`src/rtl/refsw_pkg.sv`:
```
package refsw_pkg;
   typedef enum logic [1:0] {
      ST_TRACK    = 2'b00,
      ST_AWAIT_FB = 2'b01,
      ST_MEASURE  = 2'b10,
      ST_LOST     = 2'b11
   } ctl_state_t;

   typedef enum logic [1:0] {
      RATE_8K   = 2'b00,
      RATE_T1   = 2'b01,
      RATE_E1   = 2'b10,
      RATE_RSVD = 2'b11
   } rate_code_t;
endpackage

```
`src/rtl/refsw_edge_det.sv`:
```
module refsw_edge_det #(
   parameter bit RISING = 1'b1
) (
   input  logic clk,
   input  logic rst_n,
   input  logic sig,
   output logic pulse
);
   logic prev_q;

   always_ff @(posedge clk) begin
      if (!rst_n) prev_q <= 1'b0;
      else        prev_q <= sig;
   end

   generate
      if (RISING) begin : g_rise
         assign pulse = sig & ~prev_q;
      end else begin : g_fall
         assign pulse = ~sig & prev_q;
      end
   endgenerate
endmodule

```
`src/rtl/refsw_rate_cfg.sv`:
```
module refsw_rate_cfg
   import refsw_pkg::*;
#(
   parameter int TW   = 15,
   parameter int P_8K = 8192,
   parameter int P_T1 = 42,
   parameter int P_E1 = 32
) (
   input  logic          clk,
   input  logic          rst_n,
   input  logic [1:0]    freq_sel,
   output logic [TW-1:0] per,
   output logic          freq_err
);
   rate_code_t code;
   assign code = rate_code_t'(freq_sel);

   always_ff @(posedge clk) begin
      if (!rst_n) begin
         per      <= TW'(P_8K);
         freq_err <= 1'b0;
      end else begin
         freq_err <= (code == RATE_RSVD);
         case (code)
            RATE_8K: per <= TW'(P_8K);
            RATE_T1: per <= TW'(P_T1);
            RATE_E1: per <= TW'(P_E1);
            default: per <= per;
         endcase
      end
   end
endmodule

```
`src/rtl/refsw_delay_line.sv`:
```
module refsw_delay_line #(
   parameter int TW = 15
) (
   input  logic          clk,
   input  logic          rst_n,
   input  logic          trig,
   input  logic [TW-1:0] dly,
   output logic          pulse
);
   logic [TW-1:0] cnt_q;

   always_ff @(posedge clk) begin
      if (!rst_n) begin
         cnt_q <= '0;
         pulse <= 1'b0;
      end else if (trig) begin
         cnt_q <= dly;
         pulse <= (dly == '0);
      end else if (cnt_q != '0) begin
         cnt_q <= cnt_q - 1'b1;
         pulse <= (cnt_q == TW'(1));
      end else begin
         pulse <= 1'b0;
      end
   end
endmodule

```
`src/rtl/refsw_switch_ctrl.sv`:
```
module refsw_switch_ctrl
   import refsw_pkg::*;
#(
   parameter int TW = 15
) (
   input  logic          clk,
   input  logic          rst_n,
   input  logic          sel,
   input  logic          en,
   input  logic          clr,
   input  logic          fb,
   input  logic          ref_edge,
   input  logic [TW-1:0] per,
   output logic [TW-1:0] dly_nxt,
   output logic [TW-1:0] dly_q,
   output logic          holdover,
   output logic          ref_fail
);
   ctl_state_t    state_q, state_d;
   logic [TW-1:0] cnt_q, cnt_d;
   logic          sel_q;
   logic          fail_q, fail_d;
   logic          load;
   logic [TW-1:0] meas, per2, folded, dcalc;

   assign per2 = {per[TW-2:0], 1'b0};

   always_comb begin
      state_d = state_q;
      cnt_d   = cnt_q;
      fail_d  = fail_q;
      load    = 1'b0;
      meas    = '0;
      if (!en) begin
         state_d = ST_TRACK;
         fail_d  = 1'b0;
      end else if (sel != sel_q) begin
         state_d = ST_AWAIT_FB;
         fail_d  = 1'b0;
      end else begin
         case (state_q)
            ST_AWAIT_FB: if (fb) begin
               if (ref_edge) begin
                  load    = 1'b1;
                  state_d = ST_TRACK;
               end else begin
                  state_d = ST_MEASURE;
                  cnt_d   = TW'(1);
               end
            end
            ST_MEASURE: begin
               if (ref_edge) begin
                  load    = 1'b1;
                  meas    = cnt_q;
                  state_d = ST_TRACK;
               end else if (cnt_q >= per2) begin
                  state_d = ST_LOST;
                  fail_d  = 1'b1;
               end else begin
                  cnt_d = cnt_q + 1'b1;
               end
            end
            default: ;
         endcase
      end
   end

   always_comb begin
      if (meas >= per2)     folded = meas - per2;
      else if (meas >= per) folded = meas - per;
      else                  folded = meas;
      dcalc = (folded == '0) ? '0 : per - folded;
      if (clr)       dly_nxt = '0;
      else if (load) dly_nxt = dcalc;
      else           dly_nxt = dly_q;
   end

   always_ff @(posedge clk) begin
      if (!rst_n) begin
         state_q <= ST_TRACK;
         cnt_q   <= '0;
         sel_q   <= sel;
         fail_q  <= 1'b0;
         dly_q   <= '0;
      end else begin
         state_q <= state_d;
         cnt_q   <= cnt_d;
         sel_q   <= sel;
         fail_q  <= fail_d;
         dly_q   <= dly_nxt;
      end
   end

   assign holdover = (state_q != ST_TRACK);
   assign ref_fail = fail_q;
endmodule

```
`src/rtl/refsw_phase_corrector.sv`:
```
module refsw_phase_corrector #(
   parameter int P_8K   = 8192,
   parameter int P_T1   = 42,
   parameter int P_E1   = 32,
   parameter bit RISING = 1'b1
) (
   input  logic       clk,
   input  logic       rst_n,
   input  logic       ref_pri,
   input  logic       ref_sec,
   input  logic       ref_sel,
   input  logic       corr_en,
   input  logic       dly_clr,
   input  logic       fb_edge,
   input  logic [1:0] freq_sel,
   output logic       vref,
   output logic       holdover,
   output logic       ref_fail,
   output logic       freq_err
);
   localparam int PMAX = (P_8K > P_T1) ? ((P_8K > P_E1) ? P_8K : P_E1)
                                       : ((P_T1 > P_E1) ? P_T1 : P_E1);
   localparam int TW   = $clog2(2 * PMAX + 1);
   localparam int NREF = 2;

   generate
      if (P_E1 < 2 || P_T1 < 2 || P_8K < 2) begin : g_bad_period
         $error("refsw_phase_corrector: every period must be at least two ticks");
      end
   endgenerate

   logic [NREF-1:0] ref_vec, edge_vec;
   logic [TW-1:0]   per, dly_nxt, dly_q, eff_dly;
   logic            sel_edge;

   assign ref_vec = {ref_sec, ref_pri};

   generate
      for (genvar i = 0; i < NREF; i++) begin : g_edge
         refsw_edge_det #(.RISING(RISING)) u_det (
            .clk   (clk),
            .rst_n (rst_n),
            .sig   (ref_vec[i]),
            .pulse (edge_vec[i])
         );
      end
   endgenerate

   assign sel_edge = edge_vec[ref_sel];

   refsw_rate_cfg #(.TW(TW), .P_8K(P_8K), .P_T1(P_T1), .P_E1(P_E1)) u_rate (
      .clk      (clk),
      .rst_n    (rst_n),
      .freq_sel (freq_sel),
      .per      (per),
      .freq_err (freq_err)
   );

   refsw_switch_ctrl #(.TW(TW)) u_ctrl (
      .clk      (clk),
      .rst_n    (rst_n),
      .sel      (ref_sel),
      .en       (corr_en),
      .clr      (dly_clr),
      .fb       (fb_edge),
      .ref_edge (sel_edge),
      .per      (per),
      .dly_nxt  (dly_nxt),
      .dly_q    (dly_q),
      .holdover (holdover),
      .ref_fail (ref_fail)
   );

   assign eff_dly = corr_en ? dly_nxt : '0;

   refsw_delay_line #(.TW(TW)) u_dly (
      .clk   (clk),
      .rst_n (rst_n),
      .trig  (sel_edge),
      .dly   (eff_dly),
      .pulse (vref)
   );
endmodule

```
`config.mk`:
```
export PLATFORM = sky130hd
export DESIGN_NAME = refsw_phase_corrector
export DESIGN_NICKNAME = d
export VERILOG_FILES = /design/src/rtl/refsw_pkg.sv /design/src/rtl/refsw_edge_det.sv /design/src/rtl/refsw_rate_cfg.sv /design/src/rtl/refsw_delay_line.sv /design/src/rtl/refsw_switch_ctrl.sv /design/src/rtl/refsw_phase_corrector.sv
export SDC_FILE = /design/constraint.sdc
export NUM_CORES = 1
export LEC_CHECK = 0
export ABC_AREA = 1
export ABC_CLOCK_PERIOD_IN_PS = 5800
export BUFFER_PORTS_ARGS = -buffer_cell sky130_fd_sc_hd__buf_2
export CORE_MARGIN = 2
export CORE_UTILIZATION = 50
export CTS_CLUSTER_DIAMETER = 60
export DETAILED_ROUTE_END_ITERATION = 12
export HOLD_SLACK_MARGIN = 0.08
export MAX_ROUTING_LAYER = met4
export PLACE_DENSITY = 0.66
export SLEW_MARGIN = 20
export SYNTH_ARGS = -nofsm -noshare
export SYNTH_HDL_FRONTEND = slang
export SYNTH_SLANG_ARGS = --single-unit
```
`constraint.sdc`:
```
create_clock -name clk -period 5.8 [get_ports clk]
set_input_delay 0.29 -clock clk [delete_from_list [all_inputs] [get_ports clk]]
set_output_delay 0.29 -clock clk [all_outputs]
set_load 0.05 [all_outputs]
```
# Word-level counts from Yosys, hierarchy flattened

Cells that the tools add are included.

Add/sub/neg operators: 5
Magnitude comparators: 4
Eq/ne operators: 14
Multiplexer cells: 33
Bitwise operators: 8
Reduce and logical (&&, ||, !) cells: 15

Operator list:

| kind                  | count |
|---|---|
| $mux 15               | 16 |
| $ge 15x15->1          | 3 |
| $pmux 15 s3           | 1 |
| $sub 15x15->15        | 3 |
| $logic_not 15->1      | 2 |
| $pmux 15 s2           | 1 |
| $add 15x1->15 const B | 1 |
| $eq 15x1->1 const B   | 1 |
| $reduce_bool 15->1    | 1 |
| $sub 15x1->15 const B | 1 |
| $mux 1                | 9 |
| $reduce_and 3->1      | 3 |
| $mux 2                | 4 |
| $ne 2x2->1 const B    | 4 |
| $reduce_and 7->1      | 1 |
| $eq 2x2->1 const B    | 3 |
| $ne 3x2->1 const B    | 2 |
| $not 1->1             | 6 |
| $reduce_bool 2->1     | 3 |
| $reduce_bool 3->1     | 2 |
| $eq 2x1->1 const B    | 2 |
| $ne 4x2->1 const B    | 1 |
| $pmux 2 s2            | 1 |
| $reduce_or 3->1       | 1 |
| other kinds (6)       | 7 |

Register bits after elaboration: 68
Input port bits: 10
Output and inout bits: 4
Word-level logic and storage cells: 91

# Depth between registers and ports, before layout

Gate-level depths: netlist of run 1.

Depth in word-level cells: 18
Gate-level depth with buffers: 39

# Hierarchy

Synthesis of run 1 repeated with hierarchy kept, for this count alone.

Cells, all modules: 1142
Area total of the unflattened synthesis: 6910.4 µm²

By module, submodules not included:

| module                | times used | cells an instance | area an instance (µm²) | sequential area each (µm²) |
|---|---|---|---|---|
| refsw_switch_ctrl     | 1          | 896               | 5322.6                 | 680.7 |
| refsw_delay_line      | 1          | 166               | 1098.6                 | 320.3 |
| refsw_rate_cfg        | 1          | 35                | 275.3                  | 80.1 |
| refsw_phase_corrector | 1          | 35                | 138.9                  | 0.0 |
| refsw_edge_det        | 2          | 5                 | 37.5                   | 20.0 |

# Least setup slack after synthesis of run 1

Ideal clock, no wire load.

Path type: reg-to-reg
Start point: register u_ctrl.state_q[0]
End point: register u_dly.pulse
Arrival time: 3.835 ns
Path slack: 1.898 ns
Stages on the path, launching flop included: 37
Cells stage by stage: dfxtp_1 inv_1 ha_1 buf_4 buf_4 nand2_1 nor2_2 ha_1 inv_1 nor3_1 nand3_1 nor2_1 nand2_1 nand2_1 a21oi_4 buf_6 nand3b_1 nand2_1 inv_1 fa_1 nand2_1 inv_1 nand3_1 nand2_1 nand2_1 nand2_2 nand2_1 nand2_1 nand3_1 nand2_1 nand2_1 nor2_1 nor2_1 nand2_1 nor2_1 nand2_1 a21oi_2

Cells in the longest elaborated chain, start to end: 14

Ends and longest elaborated chain:

| what                                                      | RTL line                    | text |
|---|---|---|
| start, declared                                           | refsw_switch_ctrl.sv:19     | `ctl_state_t state_q, state_d;` |
| start signal, assigned                                    | refsw_switch_ctrl.sv:86     | `state_q <= state_d;` |
| $eq 2x2->1                                                | refsw_switch_ctrl.sv:41     | `case (state_q)` |
| $mux 15                                                   | refsw_switch_ctrl.sv:41     |  |
| $mux 15                                                   | refsw_switch_ctrl.sv:37     | `end else if (sel != sel_q) begin` |
| $mux 15                                                   | refsw_switch_ctrl.sv:34     | `if (!en) begin` |
| $sub 15x15->15 / $ge 15x15->1 (equally long branches)     | refsw_switch_ctrl.sv:70     | `else if (meas >= per) folded = meas - per;` |
| $mux 15                                                   | refsw_switch_ctrl.sv:70     |  |
| $mux 15                                                   | refsw_switch_ctrl.sv:69     | `if (meas >= per2) folded = meas - per2;` |
| $sub 15x15->15 / $logic_not 15->1 (equally long branches) | refsw_switch_ctrl.sv:72     | `dcalc = (folded == '0) ? '0 : per - folded;` |
| $mux 15                                                   | refsw_switch_ctrl.sv:72     |  |
| $mux 15 *                                                 | refsw_switch_ctrl.sv:74     | `else if (load) dly_nxt = dcalc;` |
| $mux 15 *                                                 | refsw_switch_ctrl.sv:73     | `if (clr) dly_nxt = '0;` |
| $mux 15 *                                                 | refsw_phase_corrector.sv:74 | `assign eff_dly = corr_en ? dly_nxt : '0;` |
| $logic_not 15->1 *                                        | refsw_delay_line.sv:18      | `pulse <= (dly == '0);` |
| $mux 1 *                                                  | refsw_delay_line.sv:16      | `end else if (trig) begin` |
| end signal, assigned                                      | refsw_delay_line.sv:18      |  |
| end signal, assigned                                      | refsw_delay_line.sv:21      | `pulse <= (cnt_q == TW'(1));` |
| end, declared                                             | refsw_delay_line.sv:8       | `output logic pulse` |

Every way passes the cells marked *; elsewhere a longest branch is shown, timed or not.
A chain may end at the register's enable or synchronous reset.

# Worst setup path in the final report of run 1

Ends and elaborated chain as after synthesis.

==> reports/metrics.cfg, run 1 <==
[run_status]
status=finished clean

[floorplan]
row_count=37
die-area_um2=11400
start_util=0.514
die_w_um=107
die_height_um=107
coreArea_um2=10300
num_io_pins=14

[synth]
synth_top_area_cell=dfxtp_1
syn-num-nets=888
synth.avg_cell_area_um2=6.21
synth_cell_types=53
synth_area_um2=5290
ys_seq_elements=56
syn_inst=851
synth_top_area_frac=0.212
ys_seq_area_frac=0.212
synth_area_leaders=dfxtp_1 21%, nand2_1 17%, inv_1 7.3%
yosysWarnings=0

[worst_setup_path]
cp_data_arrival_time_ps=5210
regToRegSetupSlack_ps=830
cp-start-kind=flop
crit_type=flop to flop
slowest_stage=ha_1
endpoint_kind=flop
cp_max_fo=17
crit_required_ps=6040
worst_path_most_repeated_cell=nand2_1
critPathMaxStageDelay_ps=600

[placement]
numPortBuffers=13
gp_congestion=0.949
hpwl_um=11100
dp_cells=976
placed_area_um2=5350
pre_cts_slack_ps=820

[timing]
rsz0062_at_grt=no
fin_crit_ps=4970
setup_viol=0
whs_ps=121
fmax_ghz=0.201
fin_worst_skew_ps=5.94
setup_ws_ps=830
finalHoldViolCount=0
slew_headroom=0.429
final_max_slew_viol_count=0
period_share=0.857
tightest_slew_ps=855
setup_tns_ps=0

[clock_tree]
post-cts-setup-buffers=0
cts_tree=yes
cts_resized=0
cts_buffers=5
cts_buffer_depth=2
hold_buffers=0
path_clk_slew_ps=100
cts_sinks=56
clk_latency_ps=320
h-tree-depth=2
cts_root_buf=clkbuf_8

[drt]
wl_per_cell_um=14.1
dr.pass1.iters=5
vias_per_cell=5.43
drt_iter0_markers=290
dr_total_vias=5333
drt-total-wl_um=13800
drcViolationCount=0
antenna_left=0

[final_layout]
layout_commonest_cell=nand2_1
fin_cells=983
postLayoutCoreUtil=0.530
drive_above_1_share=0.107
fin_nets=884
n_antenna_cell=0
area_delta_synth_final_pct=2.96
final_cell_mix=237 x nand2_1, 103 x inv_1, 100 x nor2_1, 75 x nand3_1, 56 x dfxtp_1
stdcell_area_um2=5440

[power_and_ir_drop]
ir_drop_mv=0.217
p_int_mw=0.678
p_clk_frac=0.191
p_seq_frac=0.374
p_switching_mw=0.484
switching_share=0.417
power_frac_comb=0.434
p_total_mw=1.16
power.leakage_nw=2.72
powerDensity_nw_per_um2=214

[global_route]
track_usage=0.264
grt_max_degree=32
grt_pass1_wl_um=23700
grt_overflow=0
grt_pass1_vias=5045
antenna_found_initial=0

[worst_hold_path]
hp-class=input pin to flop

[flow_run]
maxCapViolCount=0

## area by class of cell
type,count,area [µm²]
Inverter,111,419
Fill cell,1085,4830
Timing Repair Buffer,14,72.6
Clock inverter,1,8.76
Clock buffer,6,82.6
Multi-Input combinational cell,659,3570
Tap cell,136,170
Sequential cell,56,1120
## flip-flops by register name, summed over array words and instances (netlist names)
signal / cells
u_ctrl.sel_q: 1
u_ctrl.ref_fail: 1
u_dly.pulse: 1
u_rate.freq_err: 1
g_edge.u_det.prev_q: 2
u_ctrl.dly_q: 15
u_ctrl.state_q: 2
u_rate.per: 3
u_dly.cnt_q: 15
u_ctrl.cnt_q: 15
## metal layers
layer,up-vias,global-route usage,share of wire
met2,153,0.418,0.43
met5,-,-,0
li1,2765,-,-
met1,2392,0.358,0.49
met3,23,0.0249,0.057
met4,0,0.0863,0.020
## power groups by stage
stage / clock, mW / sequential (mW) / combinational (mW)
floorplan: 0 / 0.440 / 0.412
finish: 0.222 / 0.435 / 0.505
CTS: 0.230 / 0.435 / 0.503
detailed placement: 0 / 0.443 / 0.501
global placement: 0 / 0.443 / 0.497
global route: 0.241 / 0.439 / 0.581
## kinds of logic (layout without fill, tap and decap cells)
group	after synthesis	after routing	synth area share
simple gates	526	526	0.476
flops	56	56	0.212
compound gates	94	94	0.114
buf+inv	136	132	0.113
fa+ha+maj	27	27	0.0653
xor+xnor	12	12	0.0199
## worst paths after layout
path / from / endpoint / depth (start not counted)
max: u_ctrl.state_q[0]$_SDFFE_PN0P_ / u_dly.pulse$_SDFF_PN0_ / 28
max reg2reg: u_ctrl.state_q[0]$_SDFFE_PN0P_ / u_dly.pulse$_SDFF_PN0_ / 28
min reg2reg: u_ctrl.ref_fail$_SDFFE_PP0P_ / u_ctrl.ref_fail$_SDFFE_PP0P_ / 2
min: ref_sel / u_ctrl.sel_q$_DFF_P_ / 1
## critical path, delay by kind of cell (launching register included)
kind	cells	cell delay [ps]
AND/OR/NAND/NOR	15	1740
adder cells (fa/ha/maj)	3	1180
AO/OA/AOI/OAI	5	1120
buffers and inverters	5	490
flip-flops	1	340
## synth_stat cells (all sizes together)
library cell  number
fa                 1
a211oi             7
clkinv             1
nor2             115
o211ai             5
or2                4
nand2            259
xor2               8
xnor2              4
nor3              14
inv              110
nor3b              2
nand3             88
and3               1
a221oi             1
o21bai             1
clkbuf             8
a31oi              2
a2111oi            1
a2111o             1
dfxtp             56
nand3b             6
o21ai             24
a21oi             32
o31ai              1
and2               1
nand4             31
o21a              16
buf               17
a21boi             1
nor4               5
ha                26
o2111ai            2
Power figures use the tool's default switching activity.
==> run 2, diff against run 1 <==
--- a/config.mk
+++ b/config.mk
@@ -8,13 +8,15 @@
 export ABC_AREA = 1
 export ABC_CLOCK_PERIOD_IN_PS = 5800
 export BUFFER_PORTS_ARGS = -buffer_cell sky130_fd_sc_hd__buf_2
+export CELL_PAD_IN_SITES_DETAIL_PLACEMENT = 0
+export CELL_PAD_IN_SITES_GLOBAL_PLACEMENT = 1
 export CORE_MARGIN = 2
-export CORE_UTILIZATION = 50
+export CORE_UTILIZATION = 49
 export CTS_CLUSTER_DIAMETER = 60
 export DETAILED_ROUTE_END_ITERATION = 12
 export HOLD_SLACK_MARGIN = 0.08
 export MAX_ROUTING_LAYER = met4
-export PLACE_DENSITY = 0.66
+export PLACE_DENSITY_LB_ADDON = 0.1
 export SLEW_MARGIN = 20
 export SYNTH_ARGS = -nofsm -noshare
 export SYNTH_HDL_FRONTEND = slang
==> run 2 against run 1 <==
Compared with the run above:
- die area up 2.0%
- cell area about the same
- sequential share of layout area hardly changed
- register-to-register slack worse by 130 ps
- setup slack worse by 130 ps
- sequential power barely moved
- combinational power increased by 1%
- core utilization down 0.67 points
- count of clock-buffer cells in the layout decreased by 1
- hold slack got worse by 18 ps
- routed wire length up 4.0%
- flip-flop and latch count is the same
- largest power group unchanged
==> reports/metrics.cfg, run 2 (synthesized netlist as in run 1, its figures left out) <==
[run_status]
status=finished clean

[worst_setup_path]
critPathMaxStageDelay_ps=620
cp_data_arrival_time_ps=5360
endpoint_kind=flop
slowest_stage=ha_1
worst_path_most_repeated_cell=nand2_1
cp_max_fo=17
reg2reg_depth=30
crit_type=flop to flop
regToRegSetupSlack_ps=700
reg2reg_to=u_dly.pulse$_SDFF_PN0_
crit_required_ps=6060
worstReg2RegStart=u_ctrl.state_q[0]$_SDFFE_PN0P_
cp-start-kind=flop

[final_layout]
fin_nets=884
fin_cells=984
drive_above_1_share=0.108
n_antenna_cell=0
reg_top3=u_ctrl.cnt_q (15), u_ctrl.dly_q (15), u_dly.cnt_q (15)
stdcell_area_um2=5450
area_delta_synth_final_pct=3.03
final_cell_mix=237 x nand2_1, 103 x inv_1, 100 x nor2_1, 75 x nand3_1, 56 x dfxtp_1
nFillCells=1096
layout_commonest_cell=nand2_1

[clock_tree]
h-tree-depth=2
cts_sinks=56
cts_root_buf=clkbuf_8
post-cts-setup-buffers=0
hold_buffers=0
cts_buffers=5
path_clk_slew_ps=110
cts_resized=0
clk_latency_ps=340
cts_buffer_depth=2
cts_tree=yes

[power_and_ir_drop]
ir_drop_mv=0.163
p_seq_frac=0.368
power_frac_comb=0.433
p_clk_frac=0.199
p_int_mw=0.671
switching_share=0.433
p_switching_mw=0.512
power.leakage_nw=2.71
powerDensity_nw_per_um2=217

[timing]
setup_tns_ps=0
final_max_slew_viol_count=0
fin_worst_skew_ps=10.7
period_share=0.879
finalHoldViolCount=0
slew_headroom=0.405
setup_viol=0
fin_crit_ps=5100
fmax_ghz=0.196
rsz0062_at_grt=no
tightest_slew_ps=891

[global_route]
grt_pass1_wl_um=24200
track_usage=0.269
grt_overflow=0
grt_pass1_vias=4849
grt_max_degree=31
antenna_found_initial=0

[floorplan]
die_height_um=108
num_io_pins=14
die_w_um=108
start_util=0.508
die-area_um2=11600
coreArea_um2=10400
row_count=37

[drt]
drt-total-wl_um=14400
dr_total_vias=5342
dr.pass1.iters=5
met2_length_um=6060
drt_iter0_markers=403
antenna_left=0
wl_met3_um=688
wl_met1_um=7330
drcViolationCount=0
vias_per_cell=5.43
top_layer_used=met4
wl_per_cell_um=14.6

[worst_hold_path]
hp-class=input pin to flop
hold_depth=1
hp-start=ref_sel
min_to=u_ctrl.sel_q$_DFF_P_

[placement]
dp_cells=976
numPortBuffers=13
gp_congestion=0.933
hpwl_um=11400
placed_area_um2=5350

[flow_run]
maxCapViolCount=0

-- run 2: changes by cell type in the layout (fill, tap and decap cells not counted) --
cell,change
clkinvlp_4,+2
clkbuf_8,-1
clkinv_4,-1
inv_8,+1
-- run 2: metal layers --
metal	up-vias	GRT usage
li1	2758	-
met2	129	0.395
met4	0	0.0833
met3	18	0.0339
met5	-	-
met1	2437	0.383
-- run 2: worst max path at each step --
stage                                   startpoint                endpoint  slack [ps]  cells past startpoint
floorplan           u_ctrl.state_q[0]$_SDFFE_PN0P_  u_dly.pulse$_SDFF_PN0_        1900                     36
global placement                           corr_en  u_dly.pulse$_SDFF_PN0_         740                     34
detailed placement                         corr_en  u_dly.pulse$_SDFF_PN0_         700                     31
CTS                 u_ctrl.state_q[0]$_SDFFE_PN0P_  u_dly.pulse$_SDFF_PN0_         810                     30
global route        u_ctrl.state_q[0]$_SDFFE_PN0P_  u_dly.pulse$_SDFF_PN0_         220                     33
finish              u_ctrl.state_q[0]$_SDFFE_PN0P_  u_dly.pulse$_SDFF_PN0_         700                     30
-- run 2: critical path: cells and delay by family (launching register included) --
family | cells | cell delay [ps]
DFF | 1 | 340
buffers and inverters | 4 | 370
and+or+nand+nor | 19 | 2110
AOI/OAI and AO/OA | 4 | 970
adders and majority gates | 3 | 1200
-- run 2: cell type report --
cell class                      count  area (µm²)  area share
Sequential cell                    56        1120       0.206
Tap cell                          136         170      0.0312
Clock inverter                      3        26.3     0.00482
Inverter                          111         419      0.0770
Multi-Input combinational cell    659        3570       0.655
Clock buffer                        5        68.8      0.0126
Timing Repair Buffer               14        72.6      0.0133
-- run 2: per-stage QoR --
stage	utilization	hold slack [ps]	total power, mW	setup WS (ps)
after floorplan	-	318	0.852	1900
after global placement	0.514	446	0.949	736
after detailed placement	0.514	448	0.950	703
after CTS	0.523	100	1.19	815
after global routing	0.523	114	1.28	224
final	0.523	103	1.18	701
-- run 2: power groups by stage --
| stage | logic (mW) | clock network, mW | registers (mW) |
|---|---|---|---|
| after floorplan | 0.412 | 0 | 0.440 |
| final | 0.512 | 0.235 | 0.435 |
| after global routing | 0.587 | 0.253 | 0.439 |
| after detailed placement | 0.507 | 0 | 0.443 |
| after global placement | 0.506 | 0 | 0.443 |
| after CTS | 0.509 | 0.242 | 0.435 |
